$ cat src/rtl/sec_filter_pkg.sv
package sec_filter_pkg;
  typedef enum logic [1:0] {
    VERDICT_ERR    = 2'd0,
    VERDICT_RAZWI  = 2'd1,
    VERDICT_FWD_S  = 2'd2,
    VERDICT_FWD_NS = 2'd3
  } verdict_e;

  typedef enum logic [1:0] {
    ST_IDLE  = 2'd0,
    ST_ISSUE = 2'd1,
    ST_WAIT  = 2'd2,
    ST_RESP  = 2'd3
  } fsm_e;
endpackage

$ cat src/rtl/sec_rst_sync.sv
module sec_rst_sync (
  input  logic clk,
  input  logic rst_n,
  output logic rst_ns
);
  logic [1:0] sync_q;

  always_ff @(posedge clk or negedge rst_n) begin
    if (!rst_n) sync_q <= 2'b00;
    else        sync_q <= {sync_q[0], 1'b1};
  end

  assign rst_ns = sync_q[1];
endmodule

$ cat src/rtl/sec_verdict.sv
module sec_verdict
  import sec_filter_pkg::*;
(
  input  logic     exempt,
  input  logic     nonsec,
  input  logic     master_ns,
  input  logic     err_en,
  output verdict_e verdict
);
  always_comb begin
    if (exempt)          verdict = master_ns ? VERDICT_FWD_NS : VERDICT_FWD_S;
    else if (nonsec)     verdict = VERDICT_FWD_NS;
    else if (!master_ns) verdict = VERDICT_FWD_S;
    else if (err_en)     verdict = VERDICT_ERR;
    else                 verdict = VERDICT_RAZWI;
  end
endmodule

$ cat src/rtl/sec_lane_steer.sv
module sec_lane_steer #(
  parameter int NB    = 8,
  parameter int OFS_W = $clog2(NB),
  parameter int SZ_W  = $clog2(OFS_W + 1),
  parameter int DW    = 8 * NB
) (
  input  logic [OFS_W-1:0] ofs,
  input  logic [SZ_W-1:0]  size,
  input  logic [DW-1:0]    wdata_in,
  input  logic [DW-1:0]    rdata_in,
  output logic [NB-1:0]    be,
  output logic [DW-1:0]    wdata_out,
  output logic [DW-1:0]    rdata_out
);
  localparam int CW = OFS_W + 2;

  logic [CW-1:0] nbytes;
  logic [CW-1:0] ofs_ext;
  logic [CW-1:0] end_ext;
  logic [NB-1:0] keep;
  logic [DW-1:0] wkeep;
  logic [DW-1:0] rshift;

  assign nbytes   = CW'(1) << size;
  assign ofs_ext  = CW'(ofs);
  assign end_ext  = ofs_ext + nbytes;
  assign rshift   = rdata_in >> {ofs, 3'b000};
  assign wdata_out = wkeep << {ofs, 3'b000};

  for (genvar i = 0; i < NB; i++) begin : g_lane
    localparam logic [CW-1:0] IDX = CW'(i);
    assign keep[i]            = IDX < nbytes;
    assign be[i]              = (IDX >= ofs_ext) && (IDX < end_ext);
    assign wkeep[8*i +: 8]    = keep[i] ? wdata_in[8*i +: 8] : 8'h00;
    assign rdata_out[8*i +: 8] = keep[i] ? rshift[8*i +: 8] : 8'h00;
  end
endmodule

$ cat src/rtl/sec_irq_status.sv
module sec_irq_status (
  input  logic clk,
  input  logic rst_n,
  input  logic set,
  input  logic clr,
  output logic status
);
  logic status_d;
  logic status_q;

  always_comb begin
    if (clr)      status_d = 1'b0;
    else if (set) status_d = 1'b1;
    else          status_d = status_q;
  end

  always_ff @(posedge clk or negedge rst_n) begin
    if (!rst_n) status_q <= 1'b0;
    else        status_q <= status_d;
  end

  assign status = status_q;
endmodule

$ cat src/rtl/bus_sec_filter.sv
module bus_sec_filter
  import sec_filter_pkg::*;
#(
  parameter int AW = 32,
  parameter int NB = 8,
  localparam int OFS_W = $clog2(NB),
  localparam int SZ_W  = $clog2(OFS_W + 1),
  localparam int DW    = 8 * NB
) (
  input  logic             clk,
  input  logic             rst_n,
  input  logic             cfg_master_ns,
  input  logic             cfg_err_resp_en,
  input  logic             irq_clr,
  input  logic             up_req_valid,
  output logic             up_req_ready,
  input  logic             up_req_write,
  input  logic [AW-1:0]    up_req_addr,
  input  logic [SZ_W-1:0]  up_req_size,
  input  logic [DW-1:0]    up_req_wdata,
  output logic             up_rsp_valid,
  output logic [DW-1:0]    up_rsp_rdata,
  output logic             up_rsp_err,
  input  logic             chk_exempt,
  input  logic             chk_nonsec,
  output logic             dn_req_valid,
  input  logic             dn_req_ready,
  output logic             dn_req_write,
  output logic [AW-1:0]    dn_req_addr,
  output logic [SZ_W-1:0]  dn_req_size,
  output logic [NB-1:0]    dn_req_be,
  output logic [DW-1:0]    dn_req_wdata,
  output logic             dn_req_secure,
  input  logic             dn_rsp_valid,
  input  logic [DW-1:0]    dn_rsp_rdata,
  input  logic             dn_rsp_err,
  output logic             irq
);
  logic rst_ns;

  sec_rst_sync u_rst (.clk(clk), .rst_n(rst_n), .rst_ns(rst_ns));

  // configuration levels, captured every cycle
  logic cfg_ns_q, cfg_err_q, cfg_clr_q;
  always_ff @(posedge clk or negedge rst_ns) begin
    if (!rst_ns) begin
      cfg_ns_q  <= 1'b0;
      cfg_err_q <= 1'b0;
      cfg_clr_q <= 1'b0;
    end else begin
      cfg_ns_q  <= cfg_master_ns;
      cfg_err_q <= cfg_err_resp_en;
      cfg_clr_q <= irq_clr;
    end
  end

  verdict_e verdict;
  sec_verdict u_verdict (
    .exempt   (chk_exempt),
    .nonsec   (chk_nonsec),
    .master_ns(cfg_ns_q),
    .err_en   (cfg_err_q),
    .verdict  (verdict)
  );

  fsm_e state_q, state_d;
  logic accept;
  logic blocked;
  logic req_cap_en;
  logic rsp_cap_en;

  assign up_req_ready = (state_q == ST_IDLE);
  assign accept       = up_req_valid && up_req_ready;
  assign blocked      = (verdict == VERDICT_ERR) || (verdict == VERDICT_RAZWI);
  assign req_cap_en   = accept;
  assign rsp_cap_en   = accept || ((state_q == ST_WAIT) && dn_rsp_valid);

  always_comb begin
    state_d = state_q;
    case (state_q)
      ST_IDLE:  if (accept) state_d = blocked ? ST_RESP : ST_ISSUE;
      ST_ISSUE: if (dn_req_ready) state_d = ST_WAIT;
      ST_WAIT:  if (dn_rsp_valid) state_d = ST_RESP;
      default:  state_d = ST_IDLE;
    endcase
  end

  always_ff @(posedge clk or negedge rst_ns) begin
    if (!rst_ns) state_q <= ST_IDLE;
    else         state_q <= state_d;
  end

  // captured request
  logic             req_write_q;
  logic [AW-1:0]    req_addr_q;
  logic [SZ_W-1:0]  req_size_q;
  logic [DW-1:0]    req_wdata_q;
  logic             req_secure_q;

  always_ff @(posedge clk or negedge rst_ns) begin
    if (!rst_ns) begin
      req_write_q  <= 1'b0;
      req_addr_q   <= '0;
      req_size_q   <= '0;
      req_wdata_q  <= '0;
      req_secure_q <= 1'b0;
    end else if (req_cap_en) begin
      req_write_q  <= up_req_write;
      req_addr_q   <= up_req_addr;
      req_size_q   <= up_req_size;
      req_wdata_q  <= up_req_wdata;
      req_secure_q <= (verdict == VERDICT_FWD_S);
    end
  end

  logic [DW-1:0] rd_steered;
  sec_lane_steer #(.NB(NB), .OFS_W(OFS_W), .SZ_W(SZ_W), .DW(DW)) u_steer (
    .ofs      (req_addr_q[OFS_W-1:0]),
    .size     (req_size_q),
    .wdata_in (req_wdata_q),
    .rdata_in (dn_rsp_rdata),
    .be       (dn_req_be),
    .wdata_out(dn_req_wdata),
    .rdata_out(rd_steered)
  );

  // response registers
  logic [DW-1:0] rsp_rdata_d, rsp_rdata_q;
  logic          rsp_err_d,   rsp_err_q;

  always_comb begin
    if (accept) begin
      rsp_rdata_d = '0;
      rsp_err_d   = (verdict == VERDICT_ERR);
    end else begin
      rsp_rdata_d = rd_steered;
      rsp_err_d   = dn_rsp_err;
    end
  end

  always_ff @(posedge clk or negedge rst_ns) begin
    if (!rst_ns) begin
      rsp_rdata_q <= '0;
      rsp_err_q   <= 1'b0;
    end else if (rsp_cap_en) begin
      rsp_rdata_q <= rsp_rdata_d;
      rsp_err_q   <= rsp_err_d;
    end
  end

  sec_irq_status u_irq (
    .clk   (clk),
    .rst_n (rst_ns),
    .set   (accept && (verdict == VERDICT_ERR)),
    .clr   (cfg_clr_q),
    .status(irq)
  );

  assign dn_req_valid  = (state_q == ST_ISSUE);
  assign dn_req_write  = req_write_q;
  assign dn_req_addr   = req_addr_q;
  assign dn_req_size   = req_size_q;
  assign dn_req_secure = req_secure_q;
  assign up_rsp_valid  = (state_q == ST_RESP);
  assign up_rsp_rdata  = rsp_rdata_q;
  assign up_rsp_err    = rsp_err_q;
endmodule

$ cat config.mk
export PLATFORM = sky130hd
export DESIGN_NAME = bus_sec_filter
export DESIGN_NICKNAME = d
export VERILOG_FILES = /design/src/rtl/sec_filter_pkg.sv /design/src/rtl/sec_rst_sync.sv /design/src/rtl/sec_verdict.sv /design/src/rtl/sec_lane_steer.sv /design/src/rtl/sec_irq_status.sv /design/src/rtl/bus_sec_filter.sv
export SDC_FILE = /design/constraint.sdc
export NUM_CORES = 1
export LEC_CHECK = 0
export BUFFER_PORTS_ARGS = -buffer_cell sky130_fd_sc_hd__buf_2
export CAP_MARGIN = 30
export CORE_AREA = 5 5 177 179
export CTS_CLUSTER_DIAMETER = 100
export CTS_CLUSTER_SIZE = 14
export DETAILED_ROUTE_END_ITERATION = 6
export DIE_AREA = 0 0 182 184
export PLACE_DENSITY = 0.6
export SLEW_MARGIN = 20
export SYNTH_ARGS = -nofsm -noshare
export SYNTH_HDL_FRONTEND = slang
export SYNTH_HIERARCHICAL = 1
export SYNTH_SLANG_ARGS = --single-unit
$ cat constraint.sdc
create_clock -name clk -period 6.97 [get_ports clk]
set_clock_uncertainty 0.1 [all_clocks]
set_input_delay 1.0455 -clock clk [delete_from_list [all_inputs] [get_ports clk]]
set_output_delay 1.0455 -clock clk [all_outputs]
set_load 0.02 [all_outputs]
* Word level (Yosys, flattened, before mapping) *
Cells that the tools add are included.

cells by class
  $add $sub $neg = 1
  mux-type cells = 30
  reductions and logical operators = 17
  order comparisons = 24
  shifts and indexed selects = 3
  eq/ne operators = 8

operator list
  kind                                                       number
  two-way mux 8 bit                                          16
  two-way mux 64 bit                                         1
  left shift 64 x 6 -> 64 bit                                1
  right shift 64 x 6 -> 64 bit                               1
  less-than comparator 3 x 5 -> 1 bit, first input constant  8
  less-than comparator 1 x 5 -> 1 bit, first input constant  4
  less-than comparator 2 x 5 -> 1 bit, first input constant  4
  two-way mux 2 bit                                          7
  >= comparator 3 bit, first input constant                  4
  logical AND 1 bit                                          11
  == test 2 bit, second input constant                       3
  >= comparator 1 x 3 -> 1 bit, first input constant         2
  >= comparator 2 x 3 -> 1 bit, first input constant         2
  case mux 2 bit (3 select lines)                            1
  adder 3 x 5 -> 5 bit                                       1
  two-way mux 1 bit                                          5
  left shift 1 x 2 -> 5 bit, first input constant            1
  == test 2 x 1 -> 1 bit, second input constant              2
  logical NOT 2 bit                                          2
  inequality test 2 x 1 -> 1 bit, second input constant      2
  AND reduction 3 bit                                        1
  logical OR 1 bit                                           2
  inequality test 2 bit, second input constant               1
  nonzero test 2 bit                                         1

word-level totals
  output and inout bits = 177
  flip-flop bits (word level) = 173

* Longest topological paths before layout *
Gate-level depths: netlist (run 1).

  depth after elaboration = 9
  gate-level depth with buffers = 9
  gate-level depth less buffers = 7

* Modules after synthesis *
Netlist (run 1), hierarchy kept.

modules (own cells, without submodules)
  module          area an instance (um2)  cells an instance  instances  seq. area each (um2)
  bus_sec_filter  6,343.6                 384                1          4,254.1
  sec_lane_steer  3,772.4                 548                1          0.0
  sec_rst_sync    53.8                    3                  1          50.0
  sec_irq_status  35.0                    2                  1          25.0
  sec_verdict     26.3                    5                  1          0.0

* Worst setup path before layout (run 1) *
OpenSTA, ideal clock, no wires.

  kind = register to output
  start point = register req_size_q[0] (netlist: dn_req_size[0])
  end point = output dn_req_be[4]
  path slack = 3.311 ns
  arrival time = 2.514 ns
  buffers on the path = 2
  stages on the path, launching flop included = 10
  data required time = 5.824 ns
  cell sequence = dfrtp_1 > or2_1 > buf_4 > inv_2 > buf_6 > ha_1 > fa_1 > or4_1 > a21oi_2 > a221oi_1

between the ends
  cells in the longest elaborated chain, start to end = 4

ends and longest elaborated chain
  what                                 line                   RTL
  start, declared                      bus_sec_filter.sv:96   logic [SZ_W-1:0] req_size_q;
  start signal, assigned               bus_sec_filter.sv:110  req_size_q <= up_req_size;
  left shift 1 x 2 -> 5 bit            sec_lane_steer.sv:24   assign nbytes = CW'(1) << size;
  adder 3 x 5 -> 5 bit                 sec_lane_steer.sv:26   assign end_ext = ofs_ext + nbytes;
  less-than comparator 3 x 5 -> 1 bit  sec_lane_steer.sv:33   assign be[i] = (IDX >= ofs_ext) && (IDX < end_ext);
  logical AND 1 bit                    sec_lane_steer.sv:33
  end, declared                        bus_sec_filter.sv:31   output logic [NB-1:0] dn_req_be,

Every way passes these cells.

* Worst setup path after layout (run 1) *
  start point = register req_size_q[1] (netlist: dn_req_size[1])
  end point = output dn_req_be[2]

between the ends
  cells in the longest elaborated chain, start to end = 4

ends and longest elaborated chain
  what                                 line
  left shift 1 x 2 -> 5 bit            sec_lane_steer.sv:24
  adder 3 x 5 -> 5 bit                 sec_lane_steer.sv:26
  less-than comparator 2 x 5 -> 1 bit  sec_lane_steer.sv:33
  logical AND 1 bit                    sec_lane_steer.sv:33

Every way passes these cells.

==> results of run 1 <==
synth_stat cells, types with 21 or more instances:
| library cell | n | share of area |
|---|---|---|
| buf_6 | 26 | 0.029 |
| nand3_1 | 21 | 0.010 |
| mux2_2 | 122 | 0.13 |
| nor2_1 | 52 | 0.019 |
| dfrtp_1 | 173 | 0.42 |
| o22ai_1 | 34 | 0.021 |
| nand2_1 | 57 | 0.021 |
| mux2i_1 | 77 | 0.075 |
| a22o_1 | 69 | 0.059 |
| a21oi_1 | 41 | 0.020 |
| o21ai_1 | 27 | 0.013 |
power breakdown:
| part | internal (W) | switching, W |
|---|---|---|
| Combinational | 0.00151 | 0.00251 |
| Clock | 0.000489 | 0.000479 |
| Sequential | 0.00140 | 0.000419 |
| Total | 0.00341 | 0.00341 |
worst min-delay path by stage:
stage                               start              end  slack (ns)  cells after the start
final                     u_rst/sync_q[1]  req_wdata_q[63]        0.12                      0
after global routing      u_rst/sync_q[1]  dn_req_addr[13]        0.16                      0
after CTS                 u_rst/sync_q[1]  req_wdata_q[63]        0.13                      0
after detailed placement  u_rst/sync_q[1]  dn_req_addr[13]        0.12                      0
after global placement    u_rst/sync_q[0]  u_rst/sync_q[1]        0.24                      0
after floorplan           u_rst/sync_q[0]  u_rst/sync_q[1]        0.23                      0
routing by layer:
| metal | GRT usage | up-vias | part of all wire |
|---|---|---|---|
| met5 | 0 | - | 0.00055 |
| met4 | 0.06485 | 4 | 0.024 |
| met3 | 0.05520 | 62 | 0.088 |
| met2 | 0.3742 | 462 | 0.49 |
| met1 | 0.2811 | 4501 | 0.40 |
| li1 | - | 4128 | - |
through the flow:
| step | instances | hold WS (ns) | utilization | cell area (sq um) | worst slack [ns] |
|---|---|---|---|---|---|
| floorplan | 942 | 0.2312 | - | 10230 | 1.693 |
| global placement | 1613 | 0.2372 | 0.4084 | 12010 | 2.493 |
| detailed placement | 1614 | 0.1238 | 0.4094 | 12040 | 2.379 |
| CTS | 1646 | 0.1326 | 0.4293 | 12620 | 1.890 |
| global route | 1648 | 0.1554 | 0.4294 | 12630 | 1.605 |
| finish | 1649 | 0.1218 | 0.4295 | 12630 | 1.889 |
logic make-up after synthesis:
kind of cell / Yosys count
and+or+nand+nor: 190
other: 1
xor gates and xnor gates: 1
muxes: 212
AOI/OAI and AO/OA: 261
DFF: 173
buffers and inverters: 95
adders and majority gates: 9
final cells by class:
class	count	area [sq um]	share of cell area
clock inverter	14	145.1	0.01149
tap	390	488.0	0.03864
inverter	15	56.30	0.004459
sequential	173	4342	0.3438
antenna	3	7.507	0.0005945
timing repair buffer	362	1862	0.1474
multi-input combinational	674	5289	0.4188
clock buffer	18	439.2	0.03478
sequential cells by signal, summed over array words and instances (netlist names):
signal	flops
cfg_clr_q	1
cfg_err_q	1
cfg_ns_q	1
dn_req_addr	32
dn_req_secure	1
dn_req_size	2
dn_req_write	1
req_wdata_q	64
state_q	2
u_irq/status	1
u_rst/sync_q	2
up_rsp_err	1
up_rsp_rdata	64
==> metrics.md, run 1 <==
| Metric | Value |
|---|---|
| Via count | 9157 |
| Total GRT Usage | 0.2210 |
| Crit path buffers/inverters | 3 |
| CP Data Arrival Time | 3.94 ns |
| Number of max-cap violations | 0 |
| Starting Density | 0.3480 |
| Setup TNS | 0 ns |
| TritonCTS clock tree | built |
| CP max stage delay | 0.61 ns |
| Status | complete, no violations |
| FF-to-FF path depth | 5 |
| Layout cell share with drive strength beyond 1 | 0.4283 |
| Final period util | 0.7289 |
| Crit path to | dn_req_be[2] |
| Vias in the first global route | 9170 |
| Count of final setup violators | 0 |
| Multiplexer share of the synthesized area | 0.2272 |
| Core box area | 29400 sq um |
| Crit end category | primary output |
| Crit. path cell count | 9 |
| Area delta synth->final | 23.43% |
| GPL Wtd Cong | 0.9301 |
| Clock latency on the worst-skew pair | 0.44 ns |
| Post-cts gate resize count | 0 |
| DRC viols | 0 |
| Critical path, cell by cell | buf_4, or2_1, inv_2, ha_1, fa_1, xor2_1, nor3_1, a221oi_1, buf_2 |
| Worst hold path class | reg -> async |
| WS Path Type | reg -> out |
| Synth Cell Area | 10230 sq um |
| Most frequent cells in the layout | buf_2 (350), dfrtp_1 (169), mux2_2 (122) |
| R2r startpoint | dn_req_addr[2] |
| CTS Hold Bufs | 0 |
| Die W | 182 microns |
| Worst r2r dst | up_rsp_rdata[41] |
| CP Launch Type | flop |
| RSZ-0062 raised after global routing | false |
| Syn Area/Cell | 10.86 sq um |
| I/O Buffers | 350 |
| Final hold vios | 0 |
| Leakage power | 6.194 nW |
| Pwr dens | 539.6 nW/um^2 |
| DRT Wirelength | 38310 microns |
| Origin of the worst setup path | dn_req_size[1] |
| Initial antenna violation count | 4 |
| Root buffer cell | clkbuf_16 |
| Simple-Gate Fraction of Synth Area | 0.09038 |
| # fillers | 2880 |
| Async SR Flop Fraction | 1.000 |
| #FFs+latches synth | 173 |
| Post-synthesis adder-cell area fraction | 0.01174 |
| Post-layout nets | 1426 |
| CTS clk-pin slew, worst paths | 0.08 ns |
| Cells after Synth | 942 |
| Largest net degree at the start of global routing | 76 |
| Antenna viol nets, final | 0 |
| Compound-Gate Fraction of Synth Area | 0.1850 |
| Final Total Pwr | 0.006814 W |
| Maximum net fanout on the critical path | 35 |
| Drt wl/cell | 23.23 microns |
| Max Freq | 196.8 MHz |
| Peak VDD IR | 0.2321 mV |
| Vert. Die Dim | 184 microns |
| Post-synth EDFFs | 0 |
| Fin crit period | 5.081 ns |
| Die area | 33490 sq um |
| Post-DP HPWL | 28720 microns |
| Vias per cell | 5.553 |
| DRT iter0 DRCs | 805 |
| Worst path slowest cell | or2_1 |
| Delay-heaviest family, CP | simple AND/OR/NAND/NOR gates |
| Max-slew violation count | 0 |
| Yosys Warn Count | 6 |
| Clock Tree Buf Depth | 2 |
| Cell variety after synth | 61 |
| Worst Tran Pin Value | 0.9503 ns |
| # IOs | 351 |
| Dominant synthesized flop cell | dfrtp_1 |
| Setup Buffers After CTS | 0 |
| Clk sinks | 173 |
| Worst relative slew slack | 0.3665 |
| Most common cell after layout, fill and taps aside | buf_2 |
| Global-route wire length before repair | 57240 microns |
| Sequential share of the synthesized area | 0.4231 |
| Largest family of logic cells by synthesized area | multiplexers |
| Worst reg2reg setup slack | 3.78 ns |
| Row count | 63 |
| Post-Synth XOR/XNOR Area | 0.0008561 |
| Syn Nets | 1125 |
| Drt first pass iters | 7 |
| GRT overflow | 0 |
| CTS Buf Count | 17 |
| H-tree depth | 4 |
| Req. time, crit path | 5.82 ns |
Power figures use the tool's default switching activity.
==> inputs of run 2 (changes only) <==
clock period = 4.7 ns   (was 6.97 ns; I/O delays follow)
==> run 2 against run 1 <==
Against the previous run:
- first-iteration DRC count is 19% lower
- non-clock buffer count grew 3
- highest routed layer unchanged
- sequential share of layout area shrank 0.071 points
- design area rose by 0.21%
- wire length is essentially flat
- critical endpoint unchanged
- flip-flop and latch count unchanged
- critical path type unchanged
- hold slack better by 0.13 ns
- clock power grew 55%
- sequential power up 51%
- combinational power rose by 48%
- cell count about the same
==> metrics.md, run 2 (synthesis results as in run 1) <==
| Metric | Value |
|---|---|
| Final hold vios | 0 (unchanged) |
| GPL Wtd Cong | 0.9016 (was 0.9301) |
| Clock latency on the worst-skew pair | 0.43 ns (was 0.44 ns) |
| Worst Tran Pin Value | 0.9313 ns (was 0.9503 ns) |
| Die W | 182 microns (unchanged) |
| Core box area | 29400 sq um (unchanged) |
| Initial antenna violation count | 4 (unchanged) |
| Post-layout nets | 1429 (was 1426) |
| Final period util | 0.8496 |
| Max-slew violation count | 0 (unchanged) |
| Row count | 63 (unchanged) |
| RSZ-0062 raised after global routing | false (unchanged) |
| Count of final setup violators | 0 (unchanged) |
| Fin crit period | 3.993 ns |
| Vias in the first global route | 9262 (was 9170) |
| Starting Density | 0.3480 (unchanged) |
| Clk sinks | 173 (unchanged) |
| Req. time, crit path | 3.89 ns (was 5.82 ns) |
| Drt wl/cell | 23.22 microns (was 23.23 microns) |
| Maximum net fanout on the critical path | 16 (was 35) |
| Post-cts gate resize count | 0 (unchanged) |
| Die area | 33490 sq um (unchanged) |
| Pre-CTS setup slack | 1.129 ns (was 2.379 ns) |
| DRT Wirelength | 38270 microns (was 38310 microns) |
| Status | complete, no violations (unchanged) |
| Clock Tree Buf Depth | 2 (unchanged) |
| TritonCTS clock tree | built (unchanged) |
| Net Sw Power | 0.004974 W (was 0.003408 W) |
| Largest net degree at the start of global routing | 73 (was 76) |
| Setup TNS | 0 ns (unchanged) |
| Global-route wire length before repair | 57130 microns (was 57240 microns) |
| Number of max-cap violations | 0 (unchanged) |
| Peak VDD IR | 0.4269 mV (was 0.2321 mV) |
| Root buffer cell | clkbuf_16 (unchanged) |
| Most frequent cells in the layout | buf_2 (350), dfrtp_1 (169), mux2_2 (122) (unchanged) |
| Worst hold path class | reg -> reg (was reg -> async) |
| Post-DP HPWL | 28670 microns (was 28720 microns) |
| Leakage power | 6.214 nW (was 6.194 nW) |
| Diode count | 0 (was 3) |
| Layout cell share with drive strength beyond 1 | 0.4269 (was 0.4283) |
| # IOs | 351 (unchanged) |
| I/O Buffers | 350 (unchanged) |
| CP Data Arrival Time | 3.19 ns (was 3.94 ns) |
| Vert. Die Dim | 184 microns (unchanged) |
| GRT overflow | 0 (unchanged) |
| Sequential Power Share | 0.269 (was 0.267) |
| WS Path Type | reg -> out (unchanged) |
| CTS Buf Count | 17 (unchanged) |
| PnR worst setup slack | 0.7067 ns (was 1.889 ns) |
| Design area | 12650 sq um (was 12630 sq um) |
| Drt first pass iters | 5 (was 7) |
| DRC viols | 0 (unchanged) |
| Share of total power in the clock network | 0.148 (was 0.142) |
| Post-layout util | 0.4304 (was 0.4295) |
| Vias per cell | 5.555 (was 5.553) |
| Sw frac | 0.4888 (was 0.5001) |
| Most common cell after layout, fill and taps aside | buf_2 (unchanged) |
| Area delta synth->final | 23.69% (was 23.43%) |
| Via count | 9155 (was 9157) |
| CP Launch Type | flop (unchanged) |
| DRT iter0 DRCs | 653 (was 805) |
| Hold WS | 0.2515 ns (was 0.1218 ns) |
| Worst relative slew slack | 0.3791 (was 0.3665) |
| H-tree depth | 4 (unchanged) |
| Placed cell area | 12040 sq um (about the same) |
| Comb pwr share | 0.583 (was 0.591) |
| Antenna viol nets, final | 0 (unchanged) |
| Pint | 0.005203 W (was 0.003407 W) |
| Pwr dens | 804.2 nW/um^2 (was 539.6 nW/um^2) |
| Max Freq | 250.4 MHz |
| Crit end category | primary output (unchanged) |
| Total GRT Usage | 0.2213 (was 0.2210) |
| CTS clk-pin slew, worst paths | 0.07 ns (was 0.08 ns) |
-- run 2: power by group through the flow --
stage	sequential (W)	clock (W)	combinational [W]
2_1_floorplan	0.00282	0	0.00407
3_3_place_gp	0.00275	0	0.00588
3_5_place_dp	0.00278	0	0.00591
4_1_cts	0.00275	0.00154	0.00593
5_1_grt	0.00284	0.00161	0.00634
6_report	0.00274	0.00150	0.00593
-- run 2: repair_timing --
action,CTS,global route
endpoints found under the hold margin,2,0
setup buffers,0,0
hold buffers,1,0
-- run 2: through the flow --
step                      std cells  power [W]
after floorplan                 942   0.006884
after global placement         1616   0.008634
after detailed placement       1616   0.008689
after CTS                      1648    0.01023
after global routing           1648    0.01079
final                          1648    0.01018
-- run 2: routing by layer --
layer / vias to the layer above / share of wire / GRT usage
li1: 4136 / - / -
met1: 4547 / 0.40 / 0.2705
met2: 418 / 0.50 / 0.3844
met3: 46 / 0.082 / 0.06747
met4: 8 / 0.016 / 0.05344
met5: - / 0.0012 / 0
-- run 2: worst max-delay path, cell delays in order (launching register included) --
cell	delay, ns
dfrtp_1	0.61
or2_1	0.19
inv_2	0.18
ha_1	0.29
fa_1	0.40
xor2_1	0.15
nor3_1	0.54
a221oi_1	0.17
buf_2	0.22
-- run 2: cell type report --
| cell class | instances | area, sq um |
|---|---|---|
| Clock buffer | 21 | 460.4 |
| Clock inverter | 10 | 140.1 |
| Fill cell | 2861 | 16750 |
| Inverter | 15 | 56.30 |
| Multi-Input combinational cell | 674 | 5289 |
| Sequential cell | 173 | 4342 |
| Tap cell | 390 | 488.0 |
| Timing Repair Buffer | 365 | 1879 |
-- run 2: path summary, 6_finish.rpt --
check	start	end	slack, ns	cells past startpoint
worst max-delay path	dn_req_size[1]	dn_req_be[2]	0.71	8
worst min-delay path	u_rst/sync_q[0]	u_rst/sync_q[1]	0.25	0
worst max register to register	dn_req_addr[0]	up_rsp_rdata[6]	1.72	6
worst min register to register	u_rst/sync_q[0]	u_rst/sync_q[1]	0.25	0
max in group asynchronous	u_rst/sync_q[1]	up_rsp_rdata[36]	3.05	1
min in group asynchronous	u_rst/sync_q[1]	dn_req_addr[30]	0.27	0
